### src/rtl/sdac_pkg.sv
package sdac_pkg;
   localparam int ADDR_W_DEF  = 4;
   localparam int DATA_W_DEF  = 10;
   localparam int NUM_CH_DEF  = 10;
   localparam int SYNC_STAGES = 2;

   // indices of the synchronised input bus
   localparam int IDX_SCLK = 0;
   localparam int IDX_SDI  = 1;
   localparam int IDX_LD   = 2;
   localparam int SYNC_W   = 3;
endpackage

### src/rtl/sdac_sync.sv
module sdac_sync #(
   parameter int W      = 1,
   parameter int STAGES = 2
) (
   input  logic         clk,
   input  logic         rst_n,
   input  logic [W-1:0] d,
   output logic [W-1:0] q
);
   if (STAGES < 2) begin : g_bad
      $error("sdac_sync: STAGES must be at least 2");
   end

   logic [W-1:0] stg [STAGES];

   always_ff @(posedge clk or negedge rst_n) begin
      if (!rst_n) begin
         for (int i = 0; i < STAGES; i++) stg[i] <= '0;
      end else begin
         stg[0] <= d;
         for (int i = 1; i < STAGES; i++) stg[i] <= stg[i-1];
      end
   end

   assign q = stg[STAGES-1];
endmodule

### src/rtl/sdac_shifter.sv
module sdac_shifter #(
   parameter int FRAME_W = 14
) (
   input  logic               clk,
   input  logic               rst_n,
   input  logic               shift_en,
   input  logic               din,
   output logic [FRAME_W-1:0] shreg,
   output logic               sdo
);
   // new bits enter at the top; the first bit of a word ends up in bit 0
   always_ff @(posedge clk or negedge rst_n) begin
      if (!rst_n)        shreg <= '0;
      else if (shift_en) shreg <= {din, shreg[FRAME_W-1:1]};
   end

   assign sdo = shreg[0];
endmodule

### src/rtl/sdac_decode.sv
module sdac_decode #(
   parameter int ADDR_W = 4,
   parameter int DATA_W = 10,
   parameter int NUM_CH = 10,
   localparam int FRAME_W = ADDR_W + DATA_W
) (
   input  logic [FRAME_W-1:0] frame,
   input  logic               order_lsb,
   output logic [NUM_CH-1:0]  sel,
   output logic [DATA_W-1:0]  code
);
   logic [ADDR_W-1:0] addr;
   logic [DATA_W-1:0] raw;
   logic [DATA_W-1:0] rev;

   assign addr = frame[ADDR_W-1:0];
   assign raw  = frame[FRAME_W-1:ADDR_W];

   for (genvar g = 0; g < DATA_W; g++) begin : g_rev
      assign rev[g] = raw[DATA_W-1-g];
   end

   assign code = order_lsb ? raw : rev;

   for (genvar g = 0; g < NUM_CH; g++) begin : g_sel
      assign sel[g] = (addr == ADDR_W'(g + 1));
   end
endmodule

### src/rtl/sdac_front.sv
module sdac_front #(
   parameter int NUM_CH = sdac_pkg::NUM_CH_DEF,
   parameter int ADDR_W = sdac_pkg::ADDR_W_DEF,
   parameter int DATA_W = sdac_pkg::DATA_W_DEF,
   parameter int SYNC_N = sdac_pkg::SYNC_STAGES
) (
   input  logic                     clk,
   input  logic                     rst_n,
   input  logic                     sclk,
   input  logic                     sdi,
   input  logic                     ld,
   input  logic                     order_lsb,
   output logic                     sdo,
   output logic [NUM_CH*DATA_W-1:0] chan_codes
);
   import sdac_pkg::*;

   localparam int FRAME_W = ADDR_W + DATA_W;

   if (NUM_CH != 8 && NUM_CH != 10) begin : g_bad_ch
      $error("sdac_front: NUM_CH must be 8 or 10");
   end
   if ((1 << ADDR_W) <= NUM_CH) begin : g_bad_addr
      $error("sdac_front: ADDR_W too narrow for NUM_CH");
   end

   logic [SYNC_W-1:0]  raw_in, syn;
   logic               s_sclk, s_sdi, s_ld;
   logic               prev_sclk, prev_ld;
   logic               sclk_rise, ld_rise, shift_en;
   logic [FRAME_W-1:0] shreg;
   logic [NUM_CH-1:0]  sel;
   logic [DATA_W-1:0]  code;

   always_comb begin
      raw_in           = '0;
      raw_in[IDX_SCLK] = sclk;
      raw_in[IDX_SDI]  = sdi;
      raw_in[IDX_LD]   = ld;
   end

   sdac_sync #(.W(SYNC_W), .STAGES(SYNC_N)) u_sync (
      .clk(clk), .rst_n(rst_n), .d(raw_in), .q(syn)
   );

   assign s_sclk = syn[IDX_SCLK];
   assign s_sdi  = syn[IDX_SDI];
   assign s_ld   = syn[IDX_LD];

   always_ff @(posedge clk or negedge rst_n) begin
      if (!rst_n) begin
         prev_sclk <= 1'b0;
         prev_ld   <= 1'b0;
      end else begin
         prev_sclk <= s_sclk;
         prev_ld   <= s_ld;
      end
   end

   assign sclk_rise = s_sclk & ~prev_sclk;
   assign ld_rise   = s_ld & ~prev_ld;
   assign shift_en  = sclk_rise & ~s_ld;

   sdac_shifter #(.FRAME_W(FRAME_W)) u_shift (
      .clk(clk), .rst_n(rst_n), .shift_en(shift_en), .din(s_sdi),
      .shreg(shreg), .sdo(sdo)
   );

   sdac_decode #(.ADDR_W(ADDR_W), .DATA_W(DATA_W), .NUM_CH(NUM_CH)) u_dec (
      .frame(shreg), .order_lsb(order_lsb), .sel(sel), .code(code)
   );

   for (genvar g = 0; g < NUM_CH; g++) begin : g_ch
      logic [DATA_W-1:0] lat;
      always_ff @(posedge clk or negedge rst_n) begin
         if (!rst_n)                lat <= '0;
         else if (ld_rise && sel[g]) lat <= code;
      end
      assign chan_codes[g*DATA_W +: DATA_W] = lat;
   end
endmodule

### config.mk
export PLATFORM = sky130hd
export DESIGN_NAME = sdac_front
export DESIGN_NICKNAME = d
export VERILOG_FILES = /design/src/rtl/sdac_pkg.sv /design/src/rtl/sdac_sync.sv /design/src/rtl/sdac_shifter.sv /design/src/rtl/sdac_decode.sv /design/src/rtl/sdac_front.sv
export SDC_FILE = /design/constraint.sdc
export NUM_CORES = 1
export LEC_CHECK = 0
export BUFFER_PORTS_ARGS = -buffer_cell sky130_fd_sc_hd__buf_2
export CAP_MARGIN = 20
export CELL_PAD_IN_SITES_DETAIL_PLACEMENT = 0
export CELL_PAD_IN_SITES_GLOBAL_PLACEMENT = 2
export CORE_MARGIN = 2
export CORE_UTILIZATION = 33
export CTS_CLUSTER_DIAMETER = 50
export CTS_CLUSTER_SIZE = 28
export DETAILED_ROUTE_END_ITERATION = 8
export GPL_TIMING_DRIVEN = 0
export PLACE_DENSITY_LB_ADDON = 0.2
export SYNTH_ARGS = -nofsm -noshare
export SYNTH_HDL_FRONTEND = slang
export SYNTH_SLANG_ARGS = --single-unit
### constraint.sdc
create_clock -name clk -period 3.1 [get_ports clk]
set_input_delay 0.155 -clock clk [delete_from_list [all_inputs] [get_ports clk]]
set_output_delay 0.155 -clock clk [all_outputs]
set_load 0.05 [all_outputs]
Word level (Yosys, flattened, before mapping)
Index checks and enable logic that the tools add are counted.

Register bits after elaboration: 122. Input bits: 6. Output and inout bits: 101. Word-level logic and storage cells: 42.

Equality and inequality tests: 10. Mux-type cells: 1. Bitwise logic cells: 6. Reductions and logical operators: 10.

Operators by type and width (number): 4-bit by 3-bit == test with 1-bit output (second input constant) (4); 4-bit == test (second input constant) (3); 1-bit logical AND (10); 10-bit two-way mux (1); 4-bit by 2-bit == test with 1-bit output (second input constant) (2); 4-bit by 1-bit == test with 1-bit output (second input constant) (1); 1-bit bitwise AND (3); 1-bit NOT (3).

Logic depth before layout (Yosys ltp)
Word-level depth: 3. Mapped depth: 4. Depth with buffers taken out: 3.

Cells and area by module
From an unflattened synthesis, not the netlist that was laid out.

Cells, all modules: 296. Area total of the unflattened synthesis: 5267.6 µm².

Modules (own cells, without submodules): sdac_front (instances 1, cells each 234, area each 4260.3 µm², sequential area each 2552.4 µm²); sdac_shifter (instances 1, cells each 30, area each 526.8 µm², sequential area each 350.3 µm²); sdac_decode (instances 1, cells each 23, area each 307.8 µm², sequential area each 0.0 µm²); sdac_sync (instances 1, cells each 9, area each 172.7 µm², sequential area each 150.1 µm²).

Worst setup path before layout
OpenSTA, ideal clock, no wires.

Path kind: reg2reg. Start point: register u_shift.shreg[0]. End point: register g_ch[0].lat[0]. Library setup time: 0.125 ns. Data arrival time: 1.486 ns. Required time: 2.975 ns. Setup slack: 1.489 ns. Stages on the path, launching flop included: 4. Buffers on the path: 0. Clock period less this slack: 1.611 ns. Path through: dfrtp_1 nor2b_1 nand2_2 mux2_2.

Longest elaborated chain between the ends: 2.

Ends and longest elaborated chain: from (decl) (line sdac_shifter.sv:8) `output logic [FRAME_W-1:0] shreg,`; from (signal assigned) (line sdac_shifter.sv:14) `else if (shift_en) shreg <= {din, shreg[FRAME_W-1:1]};`; 4-bit by 1-bit == test with 1-bit output (line sdac_decode.sv:26) `assign sel[g] = (addr == ADDR_W'(g + 1));`; 1-bit logical AND (line sdac_front.sv:77) `else if (ld_rise && sel[g]) lat <= code;`; to (signal assigned) (line sdac_front.sv:77); to (decl) (line sdac_front.sv:74) `logic [DATA_W-1:0] lat;`.

Every way passes these cells. A chain may end at the register's enable or synchronous reset.

Worst setup path in the final report
Start point: register u_sync.stg, in the netlist u_sync.q[2]. End point: register u_shift.shreg[3].

Longest elaborated chain between the ends: 2.

Ends and longest elaborated chain: from (decl) (line sdac_sync.sv:14) `logic [W-1:0] stg [STAGES];`; 1-bit NOT (line sdac_front.sv:62) `assign shift_en = sclk_rise & ~s_ld;`; 1-bit bitwise AND (line sdac_front.sv:62).

Every way passes these cells.

==> flow_summary.toml <==
[run_status]
status = "completed"

[worst_hold_path]
hp-class = "in -> async"

[cells_and_area]
nNetsFinal = 402
final_cells = 586
antennaDiodeCount = 0
syn_to_final_growth_pct = 28.7
drive_gt1_share_pct = 66.3
stdcell_area_sq_um = 6000

[die]
die-area_sq_um = 15100
io-pin-count = 107
fp.dieH_um = 123
placementRows = 43
start_util_pct = 33.7
core_area_sq_um = 13800
die_w_um = 123

[pwr]
pwr-share-seq_pct = 44.6
power.internal_mw = 2.86
p_leak_nw = 3.32
report.power.total_mw = 3.83
combPwrFrac_pct = 10.1
p_sw_share_pct = 25.2
p_per_area_nw_per_um2 = 638
p_switching_mw = 0.965
clkPwrFrac_pct = 45.3
peakVddDrop_mv = 0.285

[worst_setup_path]
path_max_fanout = 10
cpMaxStageDelayCell = "nor3b_2"
crit_chain = "nor3b_2, buf_2, mux2_2"
end_kind = "flip-flop"
cpPeakStageDelay_ns = 0.47
reg2reg_depth = 3
critPathLaunchType = "flip-flop"
crit_required_ns = 3.38
arrival_ns = 2.01
path_class = "reg -> reg"

[logic_synthesis]
syn_area_sq_um = 4660
ys_types = 16
syn_nets = 273
synth-seq-cells = 122
synth.area.top_cells = "dfrtp_1 (65%), mux2_2 (27%), mux2_4 (3.2%)"
yosysWarnings = 0
synthCells = 267
yosysTopAreaCell = "dfrtp_1"
synth_top_area_share_pct = 65.5
syn_area_per_cell_sq_um = 17.5
synth_seq_area_share_pct = 65.5

[drt]
drtPass1Iterations = 4
drt-vias-per-instance = 4.56
drt_iter0_drc = 78
wl_um = 10500
ant_nets = 0
route.detailed.drc = 0
routedWlPerCell_um = 17.9
vias = 2671

[cts]
cts_buffer_depth = 2
clk_pin_slew_ns = 0.05
postCtsSetupBuffers = 0
htreeDepth = 4
cts_sinks = 122
clock_latency_ns = 0.40
cts_buffers = 17
root_buffer = "clkbuf_16"
cts_tree = "yes"

[timing]
holdWs_ns = 0.240
post-route-min-period_ns = 1.72
clock_skew_ns = 0.00754
slew_headroom_pct = 67.4
tightest_slew_ns = 0.487
finalHoldViolations = 0
finalSetupViolCount = 0
setup_tns_ns = 0
slew_viol_final = 0
grt_setup_unrepaired = "no"
fmax_mhz = 580
finalCritPeriodShare_pct = 55.6

[placement]
place_area_sq_um = 5450
gp_congestion = 0.702
place_hpwl_um = 7040
io_buffers = 105
dp.cells = 553

[global_routing]
grt_pass1_wl_um = 16300
grt_pass1_vias = 2825
grt_usage_pct = 15.0
antenna_found_initial = 0
grt-ovfl-total = 0
grt_max_degree = 79

[job]
drv_cap = 0
## stage by stage
| step | utilization (%) | setup WS [ns] |
|---|---|---|
| global placement | 39.2 | 0.293 |
| floorplan | - | 1.49 |
| detailed placement | 39.4 | 1.38 |
| CTS | 43.4 | 1.38 |
| global route | 43.4 | 1.30 |
| finish | 43.4 | 1.38 |
## per-layer routing
layer	GRT usage [%]	vias up	wire length, um
met2	22.0	71	4950
met4	5.82	0	88
li1	-	1220	-
met3	6.55	7	709
met5	0	-	0
met1	19.7	1373	4760
## final timing paths
kind                                                 to               startpoint  slack (ns)
max                        u_shift.shreg[3]$_DFFE_PN0P_    u_sync.q[2]$_DFF_PN0_        1.38
min                          g_ch[7].lat[9]$_DFFE_PN0P_                    rst_n        0.24
max reg2reg                u_shift.shreg[3]$_DFFE_PN0P_    u_sync.q[2]$_DFF_PN0_        1.38
min reg2reg                       u_sync.q[2]$_DFF_PN0_  u_sync.stg[5]$_DFF_PN0_        0.35
max in group asynchronous    g_ch[6].lat[2]$_DFFE_PN0P_                    rst_n        2.14
min in group clk                  u_sync.q[2]$_DFF_PN0_  u_sync.stg[5]$_DFF_PN0_        0.35
## cells in the mapped netlist (all sizes together)
cell    instances
and3            2
and4bb          2
buf             4
dfrtp         122
mux2          124
nand2           8
nor2            1
nor2b           2
nor3b           1
nor4b           1
## power by group through the flow
| stage | clock (mW) | sequential (mW) | combinational [mW] |
|---|---|---|---|
| 2_1_floorplan | 0 | 1.75 | 0.197 |
| 3_3_place_gp | 0 | 1.73 | 0.383 |
| 3_5_place_dp | 0 | 1.74 | 0.397 |
| 4_1_cts | 1.78 | 1.71 | 0.401 |
| 5_1_grt | 1.86 | 1.72 | 0.431 |
| 6_report | 1.73 | 1.71 | 0.387 |
## worst max-delay path: cells and delay by family, from the launching register on
kind / cells / cell delay (ns)
flops: 1 / 0.43
mux: 1 / 0.36
simple gates: 1 / 0.47
buf+inv: 1 / 0.34
## registers in the layout (all words and copies together), names as in the netlist
name / cells
u_sync.q: 3
g_ch.lat: 100
prev_sclk: 1
prev_ld: 1
u_shift.shreg: 14
u_sync.stg: 3
## timing repair
| item | 4_1_cts | 5_1_grt |
|---|---|---|
| hold endpoints to repair | 47 | 0 |
| hold buffers | 4 | 0 |
| resized for setup | 0 | 0 |
## kinds of logic after synthesis
logic type / Yosys count / share of synthesized area, %
buffers and inverters: 4 / 0.617
flip-flops: 122 / 65.5
AND/OR/NAND/NOR: 17 / 3.19
multiplexers: 124 / 30.7
## layout make-up
| cell class | instances | area (sq um) |
|---|---|---|
| flip-flops and latches | 122 | 3050 |
| clock inverters | 3 | 15.0 |
| well taps | 180 | 225 |
| multi-input cells | 141 | 1580 |
| clock buffers | 26 | 499 |
| plain buffers | 4 | 28.8 |
| fillers | 1272 | 7820 |
| repair buffers | 110 | 599 |
## cell usage in the layout, fill, tap and decap left out
cell type      instances
and3_1                 1
and3_4                 1
and4bb_2               1
and4bb_4               1
buf_16                 1
buf_2                106
buf_4                  1
buf_6                  2
clkbuf_1               5
clkbuf_16             17
clkbuf_8               4
clkinv_2               3
dfrtp_1              122
dlygate4sd3_1          4
mux2_1                 2
mux2_2               112
mux2_4                10
nand2_2                8
nor2_1                 1
nor2b_1                2
nor3b_2                1
nor4b_4                1
Power figures use the tool's default switching activity.
